==> src/rtl/tick_timer.sv <==
module tick_timer #(
  parameter int DIV = 4,
  parameter int AW  = 2
) (
  input  logic          clk,
  input  logic          rst_n,
  input  logic [AW-1:0] reg_addr,
  input  logic          reg_wr,
  input  logic [7:0]    reg_wdata,
  output logic [7:0]    reg_rdata,
  input  logic          ref_tick,
  input  logic          wdog_busy,
  output logic          irq
);
  localparam int PW = (DIV > 1) ? $clog2(DIV) : 1;
  localparam int CW = 17;
  localparam logic [AW-1:0] A_CTRL = AW'(0);
  localparam logic [AW-1:0] A_RLO  = AW'(1);
  localparam logic [AW-1:0] A_RHI  = AW'(2);
  localparam logic [AW-1:0] A_PRE  = AW'(3);

  logic          en_q, ien_q, flag_q, mode_q;
  logic [7:0]    rlo_q, rhi_q;
  logic [PW-1:0] pre_q;
  logic [CW-1:0] cnt_q;

  wire wr_ctrl  = reg_wr && (reg_addr == A_CTRL);
  wire pre_clr  = reg_wr && (reg_addr == A_PRE) && (reg_wdata == 8'h00);
  wire pre_last = (pre_q == PW'(DIV - 1));
  wire dec      = en_q && ref_tick && pre_last && !pre_clr && (cnt_q != '0);
  wire expire   = dec && (cnt_q == CW'(1));
  wire en_start = wr_ctrl && reg_wdata[3] && !en_q && !wdog_busy;
  wire [CW-1:0] reload_eff = ({rhi_q, rlo_q} == 16'h0000) ? CW'(17'h10000)
                                                          : {1'b0, rhi_q, rlo_q};

  always_ff @(posedge clk or negedge rst_n) begin
    if (!rst_n) begin
      pre_q <= '0;
    end else if (pre_clr) begin
      pre_q <= '0;
    end else if (ref_tick) begin
      pre_q <= pre_last ? '0 : pre_q + PW'(1);
    end
  end

  always_ff @(posedge clk or negedge rst_n) begin
    if (!rst_n) begin
      en_q   <= 1'b0;
      ien_q  <= 1'b0;
      mode_q <= 1'b0;
      rlo_q  <= '0;
      rhi_q  <= '0;
    end else begin
      if (wr_ctrl) begin
        en_q   <= reg_wdata[3] ? (en_q | !wdog_busy) : 1'b0;
        ien_q  <= reg_wdata[2];
        mode_q <= reg_wdata[0];
      end else if (expire && !mode_q) begin
        en_q <= 1'b0;
      end
      if (reg_wr && reg_addr == A_RLO) rlo_q <= reg_wdata;
      if (reg_wr && reg_addr == A_RHI) rhi_q <= reg_wdata;
    end
  end

  always_ff @(posedge clk or negedge rst_n) begin
    if (!rst_n) begin
      flag_q <= 1'b0;
    end else if (expire) begin
      flag_q <= 1'b1;
    end else if (wr_ctrl && reg_wdata[1]) begin
      flag_q <= 1'b0;
    end
  end

  always_ff @(posedge clk or negedge rst_n) begin
    if (!rst_n) begin
      cnt_q <= '0;
    end else if (en_start) begin
      cnt_q <= reload_eff;
    end else if (dec) begin
      cnt_q <= expire ? (mode_q ? reload_eff : '0) : cnt_q - CW'(1);
    end
  end

  always_comb begin
    case (reg_addr)
      A_CTRL:  reg_rdata = {wdog_busy, 3'b000, en_q, ien_q, flag_q, mode_q};
      A_RLO:   reg_rdata = rlo_q;
      A_RHI:   reg_rdata = rhi_q;
      A_PRE:   reg_rdata = 8'(pre_q);
      default: reg_rdata = 8'h00;
    endcase
  end

  assign irq = flag_q & ien_q;

  a_r3_busy_gate: assert property (@(posedge clk) disable iff (!rst_n)
    $rose(en_q) |-> !$past(wdog_busy));

  a_r4_pre_zero: assert property (@(posedge clk) disable iff (!rst_n)
    pre_clr |=> (pre_q == '0));

  a_r5_flag_at_one: assert property (@(posedge clk) disable iff (!rst_n)
    $rose(flag_q) |-> $past(en_q && ref_tick && cnt_q == CW'(1)));

  a_r6_periodic_reload: assert property (@(posedge clk) disable iff (!rst_n)
    (expire && mode_q && !wr_ctrl) |=> (en_q && cnt_q == $past(reload_eff)));

  a_r7_single_stop: assert property (@(posedge clk) disable iff (!rst_n)
    (expire && !mode_q && !wr_ctrl) |=> (!en_q && cnt_q == '0));

  a_r8_flag_sticky: assert property (@(posedge clk) disable iff (!rst_n)
    (flag_q && !(wr_ctrl && reg_wdata[1])) |=> flag_q);

  a_r10_zero_reload: assert property (@(posedge clk) disable iff (!rst_n)
    (en_start && rlo_q == 8'h00 && rhi_q == 8'h00 && !(reg_wr && reg_addr != A_CTRL))
      |=> (cnt_q == CW'(17'h10000)));
endmodule

==> config.mk <==
export PLATFORM = sky130hd
export DESIGN_NAME = tick_timer
export DESIGN_NICKNAME = d
export VERILOG_FILES = /design/src/rtl/tick_timer.sv
export SDC_FILE = /design/constraint.sdc
export NUM_CORES = 1
export LEC_CHECK = 0
export BUFFER_PORTS_ARGS = -buffer_cell sky130_fd_sc_hd__buf_2
export CORE_MARGIN = 2
export CORE_UTILIZATION = 35
export CTS_CLUSTER_DIAMETER = 120
export DETAILED_ROUTE_END_ITERATION = 8
export GPL_TIMING_DRIVEN = 0
export PLACE_DENSITY = 0.51
export SETUP_SLACK_MARGIN = 0.2
export SLEW_MARGIN = 0
export SYNTH_ARGS = -nofsm -noshare
export SYNTH_HDL_FRONTEND = slang
export SYNTH_SLANG_ARGS = --single-unit
==> constraint.sdc <==
create_clock -name clk -period 2.2 [get_ports clk]
set_input_delay 0.33 -clock clk [delete_from_list [all_inputs] [get_ports clk]]
set_output_delay 0.33 -clock clk [all_outputs]
set_load 0.05 [all_outputs]
; ---- Word level (Yosys, flattened, before mapping)
; Cells that the tools add are included.
[word_totals]
output_inout_bits = 9
ff_bits = 39
input_bits = 15
elab_cells = 58
[op_classes]
n_eq_ne = 5
n_mux = 14
add_sub_neg = 2
reduce_logical = 27
bitwise_logic = 2
[op_table]
columns = operator, count
row1 = $mux W17, 5
row2 = $pmux W8 S4, 1
row3 = $eq A17 B1 Y1 const B, 1
row4 = $reduce_bool A17 Y1, 1
row5 = $sub A17 B1 Y17 const B, 1
row6 = $logic_not A16 Y1, 1
row7 = $logic_and A1 B1 Y1, 15
row8 = $logic_not A8 Y1, 1
row9 = $reduce_bool A2 Y1, 4
row10 = $eq A2 B2 Y1 const B, 3
row11 = $mux W2, 3
row12 = $mux W1, 5
row13 = $logic_not A1 Y1, 4
row14 = $add A2 B1 Y2 const B, 1
row15 = $eq A2 B1 Y1 const B, 1
row16 = $logic_not A2 Y1, 1
row17 = $and A1 B1 Y1, 1
row18 = $or A1 B1 Y1, 1

; ---- Logic depth before layout (Yosys ltp)
[depth]
ltp_word = 10
ltp_mapped = 9
depth_no_buf = 8

; ---- Worst setup path before layout
; OpenSTA, ideal clock, no wires.
[synth_path]
path_kind = reg-to-reg
startpoint = reg cnt_q[0]
endpoint = reg cnt_q[0]
setup_ps = 126
stages_incl_launch_ff = 10
synth_period_minus_slack_ps = 2200
required_ps = 2074
t_arrival_ps = 2074
setup_slack_ps = 0
n_path_buf = 1
path_cell_list = dfrtp_1 -> inv_1 -> ha_1 -> nor3b_1 -> nand2_1 -> o21ai_4 -> and2_1 -> buf_2 -> nor3_1 -> a221o_1
[synth_via]
elab_chain_cells = 6
word_cells_on_any_way = 9
classes_between = add/sub (1) / eq/ne (1) / mux (3) / reduce/logical (4)
[synth_lines]
columns = element, line
row1 = from (decl), 25  ; logic [CW-1:0] cnt_q;
row2 = from (signal assigned), 80  ; cnt_q <= reload_eff;
row3 = from (signal assigned), 82  ; cnt_q <= expire ? (mode_q ? reload_eff : '0) : cnt_q - CW'(1);
row4 = branches (longest 6 deep; another with $sub A17 B1 Y17), -
; Parallel ways; which one is timed is not known. The select of a mux whose other input is x is not followed.
; A chain may end at the register's enable or synchronous reset.

; ---- Worst setup path after layout
[layout_path]
startpoint = reg cnt_q[4]
endpoint = reg cnt_q[7]
; The elaborated chain is that of the path after synthesis.

==> summary.txt <==
Run status
  • Status: complete, no violations

STA
  • Slew HR: approximately two fifths
  • Fmax: 0.491 GHz
  • Unrepaired setup endpoints after global routing: yes
  • Final critical-path share of the clock period: ~93%
  • Final Hold Vio Count: 0
  • Setup Skew: ~0.0095 ns
  • Pin slew with the least headroom to its limit: approximately 0.90 ns
  • Final Slew Violations: 0
  • Fin crit period: slightly above 2 ns
  • Final setup violation count: 0

Run
  • Max Cap Viol: 0

Detailed routing
  • Detailed Route WL: a little over 7 mm
  • Routed vias: around 2100
  • Iteration count of the initial detailed-routing pass: 6
  • Initial DRC count: approximately 160
  • Final ANT Viol Nets: 0
  • Vias per std cell: around 5.8
  • Wire per inst: 19.7 microns
  • DRC viols: 0

Final layout
  • Share of layout cells above drive strength 1: 40.7%
  • Fin area: roughly 3000 sq um
  • Final std cells w/o fill: 362
  • Final nets: a little over 300
  • Register area: between 900 and 1000 sq um
  • Synth-to-layout area growth: 28.8%
  • Most common cell after layout, fill and taps aside: dfrtp_1
  • Fillers: slightly below 600
  • Area of the multi-input gates: roughly 1500 sq um
  • N_diodes: 0
  • Most frequent cells in the layout: dfrtp_1, buf_4, buf_2, nand2_1, mux2_2

Die
  • Die height: about 86 microns
  • Die Wd: between 80 and 90 microns
  • CORE AREA: around 6400 sq um
  • Row count: 29
  • Initial Util: between 30% and 40%
  • Top Ports: 24
  • Die ar.: about 7400 sq um

Place
  • Dpl cells: approximately 330
  • Port-buffer cells: 21
  • Instance area at placement: between 2000 and 3000 sq um
  • GP Congestion: about 0.88
  • HPWL after detailed placement: about 4.8 mm

Clocking
  • Sink Count: 39
  • CTS root buffer: clkbuf_8
  • Clock Latency Late Sink: around 0.30 ns
  • CTS Buf Count: 5
  • H-tree levels: 2
  • Longest Clk Path Bufs: 2
  • Clock transition at path regs: 0.09 ns
  • CTS tree: yes

Synthesis
  • Post-synthesis cell area: roughly 2300 sq um
  • Number of synthesized flops with an enable pin: 0
  • Syn Nets: ~250
  • Synth area leader: dfrtp_1
  • Area share of the largest cell type after synthesis: between 40 and 50%
  • Ys Warns: 0
  • Yosys reg bits: 39
  • Ys flop type: dfrtp_1
  • Synth area leaders: dfrtp_1, mux2_2, mux2i_1
  • Sequential area share after synthesis: 41.5%
  • Synth async-reset ratio: 100%
  • Post-Syn Instances: approximately 230
  • Mean Syn Cell Area: between 10 and 15 sq um
  • Netlist cell types: between 50 and 60

Global routing
  • Largest net degree at the start of global routing: 40
  • Overflow after GRT: 0
  • Number of global-route vias before repair: 2011
  • GRT Resource Usage Total: just under 20%
  • Initial antenna violation count: 0
  • First-pass GRT wire length: around 11 mm

Power and ir drop
  • Power Total: approximately 3.2 mW
  • Leakage: around 1.2 nW
  • Peak supply drop: 448 uV
  • PD cells: 1070 nW/um^2

Critical path
  • R2r setup slk: 0.16 ns
  • Worst EP required: 2.39 ns
  • Setup crit start: cnt_q[4]
  • Worst Path Max Fanout: 5
  • Worst Setup End Kind: flop
  • Cells on worst reg2reg path: 9
  • Crit path DAT: ~2.2 ns
  • Worst reg2reg path endpoint: cnt_q[7]
  • Origin of the critical flop-to-flop path: cnt_q[4]
  • Startpoint class of the critical path: flop
  • CP Class: flop to flop

Hold path
  • Hold WC Path Type: input port to async pin
==> worst max path at each step <==
| stage | depth (start not counted) | end | slack [ns] |
|---|---|---|---|
| detailed placement | 9 | cnt_q[1] | -0.35 |
| CTS | 9 | cnt_q[1] | 0.16 |
| finish | 9 | cnt_q[7] | 0.16 |
| global placement | 9 | cnt_q[1] | -0.43 |
| global route | 9 | cnt_q[7] | 0.11 |
| floorplan | 7 | cnt_q[0] | 0.17 |
==> through the flow <==
| stage | TNS, ns | hold WS, ns | utilization (%) | worst slack, ns |
|---|---|---|---|---|
| after CTS | 0 | 0.197 | 44.5 | 0.163 |
| after global placement | -4.47 | 0.488 | 40.2 | -0.427 |
| after floorplan | 0 | 0.0344 | - | 0.170 |
| final | 0 | 0.157 | 47.1 | 0.164 |
| after global routing | 0 | 0.253 | 47.1 | 0.106 |
| after detailed placement | -3.66 | 0.496 | 40.2 | -0.348 |
==> registers in the layout (all words and copies together), names as in the netlist <==
| name | flops |
|---|---|
| rhi_q | 8 |
| pre_q | 2 |
| mode_q | 1 |
| cnt_q | 17 |
| flag_q | 1 |
| ien_q | 1 |
| rlo_q | 8 |
| en_q | 1 |
==> worst max-delay path, cell delays in order, from the launching register on <==
cell	delay, ns
dfrtp_2	0.45
nor4_4	0.27
buf_4	0.18
nand3b_1	0.18
nor4_4	0.20
or2_4	0.19
buf_8	0.13
clkbuf_16	0.15
o21a_1	0.12
o22ai_2	0.06
==> final cells by class <==
| class | instances | share of cell area (%) |
|---|---|---|
| multi-input cells | 180 | 48.5 |
| flip-flops and latches | 39 | 32.3 |
| repair buffers | 46 | 10.4 |
| well taps | 77 | 3.18 |
| clock buffers | 5 | 2.27 |
| plain buffers | 8 | 2.23 |
| clock inverters | 3 | 0.662 |
| inverters | 4 | 0.496 |
==> kinds of logic (layout without fill, tap and decap cells) <==
kind of cell	after synthesis	in the layout	synth area share, %
and+or+nand+nor	90	90	21.5
buffers and inverters	12	66	3.25
DFF	39	39	41.5
muxes	29	29	14.4
adders and majority gates	3	3	1.60
xor gates and xnor gates	3	3	1.12
AOI/OAI and AO/OA	55	55	16.7
==> metal layers <==
layer / vias to the layer above / GRT usage (%) / wire length, microns
met1: 1012 / 29.0 / 3260
met2: 74 / 30.0 / 3310
met4: 0 / 5.05 / 178
met3: 18 / 2.98 / 379
met5: - / 0 / 0
li1: 981 / - / -
==> Yosys cell counts (2+ instances only) <==
| cell | n |
|---|---|
| a21oi_1 | 12 |
| a221o_1 | 2 |
| a22o_1 | 3 |
| and2_1 | 2 |
| and3_1 | 2 |
| buf_2 | 3 |
| clkbuf_1 | 2 |
| dfrtp_1 | 39 |
| ha_1 | 3 |
| inv_1 | 4 |
| mux2_2 | 18 |
| mux2i_1 | 9 |
| mux4_2 | 2 |
| nand2_1 | 21 |
| nand2b_1 | 2 |
| nand3_1 | 8 |
| nand3b_1 | 3 |
| nor2_1 | 13 |
| nor2b_1 | 2 |
| nor3_1 | 14 |
| nor3b_1 | 3 |
| nor4_1 | 6 |
| nor4_2 | 2 |
| o211ai_1 | 2 |
| o21a_1 | 3 |
| o21ai_0 | 7 |
| o21ai_1 | 8 |
| o21ai_2 | 2 |
| o22ai_1 | 2 |
| o2bb2ai_1 | 4 |
| o311ai_0 | 2 |
| or3_1 | 2 |
| xor2_1 | 2 |
==> where the power goes <==
part           total, mW  switching, mW  internal (mW)  leakage (nW)
registers           1.25          0.330          0.922         0.480
logic               1.48          0.762          0.717         0.715
clock network      0.504          0.283          0.221        0.0402
==> repair_timing <==
action | CTS | global route
cloned | 0 | 2
setup endpoints to repair | 17 | 17
endpoints found under the hold margin | 0 | 0
gates resized for setup | 17 | 19
buffers inserted | 16 | 7
pin swaps | 5 | 16
hold buffers | 0 | 0
No activity file was read; power rests on OpenSTA's default activity.
